### config.mk
export PLATFORM = sky130hd
export DESIGN_NAME = sio_port
export DESIGN_NICKNAME = d
export VERILOG_FILES = /design/src/rtl/sio_pkg.sv /design/src/rtl/sio_baud.sv /design/src/rtl/sio_tx.sv /design/src/rtl/sio_rx.sv /design/src/rtl/sio_port.sv
export SDC_FILE = /design/constraint.sdc
export NUM_CORES = 1
export LEC_CHECK = 0
export BUFFER_PORTS_ARGS = -buffer_cell sky130_fd_sc_hd__buf_2
export CAP_MARGIN = 0
export CELL_PAD_IN_SITES_DETAIL_PLACEMENT = 0
export CELL_PAD_IN_SITES_GLOBAL_PLACEMENT = 1
export CORE_MARGIN = 2
export CORE_UTILIZATION = 48
export DETAILED_ROUTE_END_ITERATION = 10
export PLACE_DENSITY_LB_ADDON = 0.1
export SKIP_CTS_REPAIR_TIMING = 1
export SYNTH_ARGS = -nofsm -noshare
export SYNTH_HDL_FRONTEND = slang
export SYNTH_SLANG_ARGS = --single-unit
### constraint.sdc
create_clock -name clk -period 4.65 [get_ports clk]
set_clock_uncertainty 0.05 [all_clocks]
set_input_delay 1.395 -clock clk [delete_from_list [all_inputs] [get_ports clk]]
set_output_delay 1.395 -clock clk [all_outputs]
set_load 0.005 [all_outputs]
### src/rtl/sio_pkg.sv
package sio_pkg;
  localparam logic [1:0] M_SYNC   = 2'd0;
  localparam logic [1:0] M_ASYNC8 = 2'd1;
  localparam logic [1:0] M_ASYNC9A = 2'd2;
  localparam logic [1:0] M_ASYNC9B = 2'd3;

  localparam logic [1:0] A_DATA = 2'd0;
  localparam logic [1:0] A_CTRL = 2'd1;
  localparam logic [1:0] A_BAUD = 2'd2;
  localparam logic [1:0] A_STAT = 2'd3;

  localparam int F_RI = 0;
  localparam int F_TI = 1;
  localparam int F_FE = 2;
  localparam int F_PE = 3;
  localparam int F_OE = 4;
  localparam int NFLAG = 5;

  function automatic logic maj3(input logic [2:0] s);
    return (s[0] & s[1]) | (s[1] & s[2]) | (s[0] & s[2]);
  endfunction
endpackage

### src/rtl/sio_baud.sv
module sio_baud #(
  parameter int W = 15
) (
  input  logic         clk,
  input  logic         rst_n,
  input  logic [W-1:0] reload,
  output logic         tick
);
  logic [W-1:0] cnt_q, cnt_d;

  always_comb begin
    tick  = (cnt_q == '0);
    cnt_d = tick ? reload : cnt_q - 1'b1;
  end

  always_ff @(posedge clk or negedge rst_n) begin
    if (!rst_n) cnt_q <= '0;
    else        cnt_q <= cnt_d;
  end
endmodule

### src/rtl/sio_tx.sv
module sio_tx
  import sio_pkg::*;
(
  input  logic       clk,
  input  logic       rst_n,
  input  logic       tick,
  input  logic [1:0] mode,
  input  logic       par_en,
  input  logic       rx_en,
  input  logic       b9,
  input  logic       wr,
  input  logic [7:0] wbyte,
  input  logic       rxd,
  output logic       txd,
  output logic       dout,
  output logic       doe,
  output logic       sclk,
  output logic       busy,
  output logic       tx_done,
  output logic       m0_done,
  output logic [7:0] m0_data
);
  logic [7:0]  hold_q, hold_d, mrx_q, mrx_d;
  logic        full_q, full_d, busy_q, busy_d, m0_q, m0_d, m0rx_q, m0rx_d;
  logic [10:0] sh_q, sh_d, frame;
  logic [3:0]  cnt_q, cnt_d, nb;
  logic [2:0]  sub_q, sub_d;
  logic        nine;

  always_comb begin
    nine = (mode == M_ASYNC9B && par_en) ? ^hold_q : b9;
    case (mode)
      M_SYNC:   begin frame = {3'b111, hold_q}; nb = 4'd8; end
      M_ASYNC8: begin
        frame = {2'b11, (par_en ? ^hold_q[6:0] : hold_q[7]), hold_q[6:0], 1'b0};
        nb = 4'd10;
      end
      default:  begin frame = {1'b1, nine, hold_q, 1'b0}; nb = 4'd11; end
    endcase
  end

  always_comb begin
    hold_d = hold_q; full_d = full_q; busy_d = busy_q; m0_d = m0_q; m0rx_d = m0rx_q;
    sh_d = sh_q; cnt_d = cnt_q; sub_d = sub_q; mrx_d = mrx_q;
    tx_done = 1'b0; m0_done = 1'b0;
    if (wr) begin hold_d = wbyte; full_d = 1'b1; end
    if (!busy_q) begin
      if (full_q) begin
        busy_d = 1'b1; sh_d = frame; cnt_d = nb - 4'd1; sub_d = '0;
        full_d = wr;
        m0_d   = (mode == M_SYNC);
        m0rx_d = (mode == M_SYNC) && rx_en;
      end
    end else if (tick) begin
      sub_d = sub_q + 3'd1;
      if (m0rx_q && sub_q == 3'd3) mrx_d = {rxd, mrx_q[7:1]};
      if (sub_q == 3'd7) begin
        if (cnt_q == '0) begin
          busy_d  = 1'b0;
          tx_done = !m0rx_q;
          m0_done = m0rx_q;
        end else begin
          sh_d  = {1'b1, sh_q[10:1]};
          cnt_d = cnt_q - 4'd1;
        end
      end
    end
  end

  always_ff @(posedge clk or negedge rst_n) begin
    if (!rst_n) begin
      hold_q <= '0; full_q <= 1'b0; busy_q <= 1'b0; m0_q <= 1'b0; m0rx_q <= 1'b0;
      sh_q <= '1; cnt_q <= '0; sub_q <= '0; mrx_q <= '0;
    end else begin
      hold_q <= hold_d; full_q <= full_d; busy_q <= busy_d; m0_q <= m0_d; m0rx_q <= m0rx_d;
      sh_q <= sh_d; cnt_q <= cnt_d; sub_q <= sub_d; mrx_q <= mrx_d;
    end
  end

  assign txd     = (busy_q && !m0_q) ? sh_q[0] : 1'b1;
  assign dout    = sh_q[0];
  assign doe     = busy_q && m0_q && !m0rx_q;
  assign sclk    = !(busy_q && m0_q && !sub_q[2]);
  assign busy    = busy_q;
  assign m0_data = mrx_q;
endmodule

### src/rtl/sio_rx.sv
module sio_rx
  import sio_pkg::*;
(
  input  logic       clk,
  input  logic       rst_n,
  input  logic       tick,
  input  logic       en,
  input  logic       nine,
  input  logic       rxd,
  output logic       done,
  output logic [7:0] data,
  output logic       b9,
  output logic       ferr
);
  typedef enum logic [1:0] {R_IDLE, R_RUN, R_WAIT} rx_st_e;
  rx_st_e      st_q, st_d;
  logic [2:0]  sub_q, sub_d, smp_q, smp_d;
  logic [3:0]  bi_q, bi_d, last;
  logic [8:0]  sh_q, sh_d;
  logic        maj;

  always_comb begin
    st_d = st_q; sub_d = sub_q; smp_d = smp_q; bi_d = bi_q; sh_d = sh_q;
    done = 1'b0; ferr = 1'b0;
    last = nine ? 4'd10 : 4'd9;
    maj  = maj3({smp_q[1:0], rxd});
    if (!en) st_d = R_IDLE;
    else if (tick) begin
      case (st_q)
        R_IDLE: if (!rxd) begin st_d = R_RUN; sub_d = 3'd1; bi_d = '0; end
        R_RUN: begin
          sub_d = sub_q + 3'd1;
          if (sub_q >= 3'd3 && sub_q <= 3'd5) smp_d = {smp_q[1:0], rxd};
          if (sub_q == 3'd5) begin
            if (bi_q == '0) begin
              if (maj) st_d = R_IDLE;
            end else if (bi_q == last) begin
              done = 1'b1; ferr = !maj; st_d = R_WAIT;
            end else sh_d = {maj, sh_q[8:1]};
          end
          if (sub_q == 3'd7) bi_d = bi_q + 4'd1;
        end
        default: if (rxd) st_d = R_IDLE;
      endcase
    end
  end

  always_ff @(posedge clk or negedge rst_n) begin
    if (!rst_n) begin
      st_q <= R_IDLE; sub_q <= '0; smp_q <= '1; bi_q <= '0; sh_q <= '0;
    end else begin
      st_q <= st_d; sub_q <= sub_d; smp_q <= smp_d; bi_q <= bi_d; sh_q <= sh_d;
    end
  end

  assign data = nine ? sh_q[7:0] : sh_q[8:1];
  assign b9   = nine & sh_q[8];
endmodule

### src/rtl/sio_port.sv
module sio_port
  import sio_pkg::*;
#(
  parameter int BAUD_W = 15
) (
  input  logic              clk,
  input  logic              rst_n,
  input  logic              wr_en,
  input  logic              rd_en,
  input  logic [1:0]        addr,
  input  logic [BAUD_W-1:0] wdata,
  output logic [BAUD_W-1:0] rdata,
  output logic              txd,
  input  logic              rxd_in,
  output logic              rxd_out,
  output logic              rxd_oe,
  output logic              sclk,
  output logic              tx_irq,
  output logic              rx_irq
);
  localparam int CTRL_W = 5;

  logic [1:0]        rs_q, rxs_q;
  logic              rst_i, rxd_s, tick;
  logic [CTRL_W-1:0] ctrl_q, ctrl_d;
  logic [BAUD_W-1:0] baud_q, baud_d;
  logic [NFLAG-1:0]  flag_q, flag_d, flag_set;
  logic [7:0]        rx_data_q, rx_data_d, ar_data, m0_data;
  logic              rx_b9_q, rx_b9_d, rx_full_q, rx_full_d;
  logic [1:0]        mode;
  logic              tx_busy, tx_done, m0_done, ar_done, ar_b9, ar_ferr;
  logic              tx_wr, rx_rd, st_rd, rx_accept, overrun, perr;

  always_ff @(posedge clk or negedge rst_n) begin
    if (!rst_n) rs_q <= 2'b00;
    else        rs_q <= {rs_q[0], 1'b1};
  end
  assign rst_i = rs_q[1];

  always_ff @(posedge clk or negedge rst_i) begin
    if (!rst_i) rxs_q <= 2'b11;
    else        rxs_q <= {rxs_q[0], rxd_in};
  end
  assign rxd_s = rxs_q[1];

  assign mode  = ctrl_q[1:0];
  assign tx_wr = wr_en && addr == A_DATA;
  assign rx_rd = rd_en && addr == A_DATA;
  assign st_rd = rd_en && addr == A_STAT;

  sio_baud #(.W(BAUD_W)) u_baud (.clk(clk), .rst_n(rst_i), .reload(baud_q), .tick(tick));

  sio_tx u_tx (
    .clk(clk), .rst_n(rst_i), .tick(tick), .mode(mode), .par_en(ctrl_q[2]),
    .rx_en(ctrl_q[3]), .b9(ctrl_q[4]), .wr(tx_wr), .wbyte(wdata[7:0]), .rxd(rxd_s),
    .txd(txd), .dout(rxd_out), .doe(rxd_oe), .sclk(sclk), .busy(tx_busy),
    .tx_done(tx_done), .m0_done(m0_done), .m0_data(m0_data));

  sio_rx u_rx (
    .clk(clk), .rst_n(rst_i), .tick(tick), .en(ctrl_q[3] && mode != M_SYNC),
    .nine(mode[1]), .rxd(rxd_s), .done(ar_done), .data(ar_data), .b9(ar_b9), .ferr(ar_ferr));

  always_comb begin
    ctrl_d = ctrl_q; baud_d = baud_q;
    if (wr_en && addr == A_CTRL) ctrl_d = wdata[CTRL_W-1:0];
    if (wr_en && addr == A_BAUD) baud_d = wdata;
    rx_accept = (ar_done && (mode != M_ASYNC9A || ar_b9)) || m0_done;
    overrun   = rx_accept && rx_full_q && !rx_rd;
    perr      = ar_done && ctrl_q[2] &&
                ((mode == M_ASYNC8 && ^ar_data) || (mode == M_ASYNC9B && ^{ar_b9, ar_data}));
    flag_set         = '0;
    flag_set[F_RI]   = rx_accept;
    flag_set[F_TI]   = tx_done;
    flag_set[F_FE]   = rx_accept && ar_done && ar_ferr;
    flag_set[F_PE]   = rx_accept && perr;
    flag_set[F_OE]   = overrun;
    flag_d    = (st_rd ? '0 : flag_q) | flag_set;
    rx_data_d = rx_data_q; rx_b9_d = rx_b9_q; rx_full_d = rx_full_q;
    if (rx_rd) rx_full_d = 1'b0;
    if (rx_accept && !overrun) begin
      rx_data_d = m0_done ? m0_data : ar_data;
      rx_b9_d   = !m0_done && ar_b9;
      rx_full_d = 1'b1;
    end
  end

  always_ff @(posedge clk or negedge rst_i) begin
    if (!rst_i) begin
      ctrl_q <= '0; baud_q <= '0; flag_q <= '0;
      rx_data_q <= '0; rx_b9_q <= 1'b0; rx_full_q <= 1'b0;
    end else begin
      ctrl_q <= ctrl_d; baud_q <= baud_d; flag_q <= flag_d;
      rx_data_q <= rx_data_d; rx_b9_q <= rx_b9_d; rx_full_q <= rx_full_d;
    end
  end

  always_comb begin
    rdata = '0;
    case (addr)
      A_DATA:  rdata[7:0]        = rx_data_q;
      A_CTRL:  rdata[CTRL_W-1:0] = ctrl_q;
      A_BAUD:  rdata             = baud_q;
      default: rdata[NFLAG:0]    = {rx_b9_q, flag_q};
    endcase
  end

  assign tx_irq = flag_q[F_TI];
  assign rx_irq = flag_q[F_RI];
endmodule

==> summary.txt <==
Finish
  – Share of cells above drive strength 1: 26.4%
  – Final Instance Area: 6200 µm²
  – Post-Layout Cell Count: 695
  – Fill count: 1016
  – Most frequent cells in the layout: dfrtp_1, nand2_1, mux2_2, buf_2, o21ai_0
  – Commonest non-fill, non-tap cell in the layout: dfrtp_1
  – Layout Nets: 581
  – Storage cell area: 2800 µm²
  – Area growth from synthesis to layout: 11.1%
  – Antenna diode count: 0
  – Area of the multi-input gates: 2660 µm²

Timing
  – WHS: 0.304 ns
  – Max-slew headroom: 41.7%
  – Max Fclk: 257 MHz
  – Final period util: 83.7%
  – PnR worst setup slack: 0.759 ns
  – RSZ-0062 raised after global routing: no
  – Setup violators final: 0
  – Max-slew violation count: 0
  – Worst-margin pin slew: 0.875 ns
  – Hold Violations, Final: 0
  – Setup tns final: 0 ns
  – Tmin final: 3.89 ns

Worst setup path
  – R2R Setup Slk: 1.45 ns
  – Crit start category: input port
  – Setup CP Type: in2out
  – Data arrival, critical path: 2.45 ns
  – Setup crit end kind: primary output
  – Crit Path Max Fanout: 13
  – Worst Path Required: 3.20 ns

Yosys
  – FF+latch count, synth: 111
  – Mapped cell area: 5580 µm²
  – Async S/R FF share, synth: 100%
  – Syn nets: 544
  – Yosys warnings: 0
  – Gate Count Post-Synth: 510
  – Primary FF master, synth: dfrtp_1
  – Seq/Total Area, Yosys: 50.1%
  – Synth cell types: 58
  – Avg Cell Area, Syn: 10.9 µm²
  – Post-synth EDFFs: 0

Global routing
  – GRT Util Overall: 19.7%
  – Largest net degree at the start of global routing: 69
  – Global route total overflow: 0
  – Global-route wire length before repair: 19400 µm
  – Number of global-route vias before repair: 3738
  – Initial antenna violation count: 0

Placement
  – Place WS: 0.765 ns
  – RD Place Congestion: 0.804
  – Placed cell area: 5930 µm²
  – Port-buffer cells: 42
  – Post-placement cell count: 679
  – Dpl hpwl: 8290 µm

Power
  – Cell Pwr Density: 388 nW/µm²
  – VDD IR-drop max: 370 µV
  – Leakage Power: 2.71 nW

Clock network
  – CTS tree: done
  – Clk sinks: 111
  – Clock Tree Buf Depth: 2
  – H-tree Lvls: 3
  – Clock Tree Root: clkbuf_16
  – Worst skew pair latency: 0.35 ns
  – CTS Buf Count: 9
  – Worst-path clk slew: 0.07 ns

Die
  – Die Ht: 112 µm
  – Row cnt: 39
  – Starting Density: 49.1%
  – Core area: 11400 µm²
  – Die width: 112 µm
  – Die area: 12500 µm²
  – # IOs: 43

Route
  – Post-DR wirelength/cell: 16.8 µm
  – 1st-pass router iterations: 4
  – Antenna viol nets, final: 0
  – Routed wire length: 11700 µm
  – Vias/cell: 5.56
  – Detailed Route Iter0 Violations: 118
  – Residual DRC: 0
  – Vias: 3865

Job
  – Max cap viols: 0

Min path
  – Hold Crit Class: reg2reg

Status
  – Status: completed
==> metrics by stage <==
stage                     total power [mW]  utilization [%]
after floorplan                       1.57                -
after global placement                1.69             52.1
after detailed placement              1.70             52.1
after CTS                             2.44             54.6
after global routing                  2.55             54.6
final                                 2.41             54.6
==> layer usage <==
metal	share of wire (%)	track usage, %
met3	4.2	5.17
met1	48	28.3
met4	0.66	4.53
met5	0	0
met2	47	30.1
==> sequential cells by signal, indices dropped and copies added (netlist names), 3 cells and up <==
name          flops
u_tx.hold_q       8
flag_q            5
u_tx.cnt_q        4
ctrl_q            5
u_rx.sh_q         9
u_rx.bi_q         4
rx_data_q         8
u_tx.sh_q        10
baud_q           15
u_baud.cnt_q     15
u_tx.sub_q        3
u_rx.sub_q        3
u_tx.m0_data      8
==> power breakdown <==
group	leakage [nW]	switching (mW)	internal (mW)	total [mW]
Sequential	1.35	0.151	1.12	1.27
Combinational	1.23	0.189	0.227	0.415
Clock	0.129	0.345	0.380	0.724
Total	2.71	0.684	1.73	2.41
==> critical path: stages <==
cell	delay (ns)
buf_2	0.28
nor2b_1	0.47
and2_1	0.19
buf_2	0.11
==> area by class of cell <==
type / instances / area share [%]
Timing Repair Buffer: 47 / 3.99
Sequential cell: 111 / 45.1
Inverter: 12 / 0.726
Clock inverter: 4 / 0.464
Multi-Input combinational cell: 366 / 42.8
Clock buffer: 12 / 3.97
Tap cell: 143 / 2.88
==> cell usage after synthesis (2+ instances only) <==
master	n	area [µm²]
dfrtp_1	97	2430
or2_2	2	12.5
nand3b_1	2	15.0
buf_1	4	15.0
mux2i_1	14	140
nand3_1	8	40.0
o2bb2ai_1	2	17.5
o31ai_1	3	22.5
inv_1	11	41.3
a21oi_1	30	150
nand2_1	67	251
dfstp_2	14	368
o21ai_0	35	175
xnor2_1	16	140
nand2b_1	2	12.5
o22ai_1	2	12.5
nor3_1	7	35.0
nor4_1	13	81.3
xnor3_1	3	67.6
nor3b_1	3	22.5
ha_1	12	150
mux4_2	5	113
nand4_1	2	12.5
mux2_2	58	653
a31oi_1	2	12.5
and2_1	7	43.8
xor2_1	6	52.6
clkbuf_1	16	60.1
a22o_1	4	35.0
or3_1	4	25.0
nor2b_1	8	50.1
nor2_1	25	93.8
==> worst paths after layout <==
check / startpoint / endpoint / depth (start not counted)
setup / recovery: addr[1] / rdata[11] / 4
hold / removal: rs_q[0]$_DFF_PN0_ / rs_q[1]$_DFF_PN0_ / 0
setup reg to reg: ctrl_q[1]$_DFFE_PN0P_ / rx_data_q[0]$_DFFE_PN0P_ / 5
hold reg to reg: rs_q[0]$_DFF_PN0_ / rs_q[1]$_DFF_PN0_ / 0
max in group asynchronous: rs_q[1]$_DFF_PN0_ / u_rx.smp_q[1]$_DFFE_PN1P_ / 1
min in group asynchronous: rs_q[1]$_DFF_PN0_ / baud_q[6]$_DFFE_PN0P_ / 0
==> cell families (layout without fill, tap and decap cells) <==
family / Yosys count / count (layout) / synth area share (%)
other: 1 / 1 / 0.0672
XOR/XNOR: 25 / 25 / 4.66
multiplexers: 77 / 77 / 16.2
buffers and inverters: 33 / 75 / 2.35
AO/OA/AOI/OAI: 90 / 90 / 9.61
AND/OR/NAND/NOR: 160 / 160 / 14.1
adder cells (fa/ha/maj): 13 / 13 / 2.87
flip-flops: 111 / 111 / 50.1
Power figures use the tool's default switching activity.
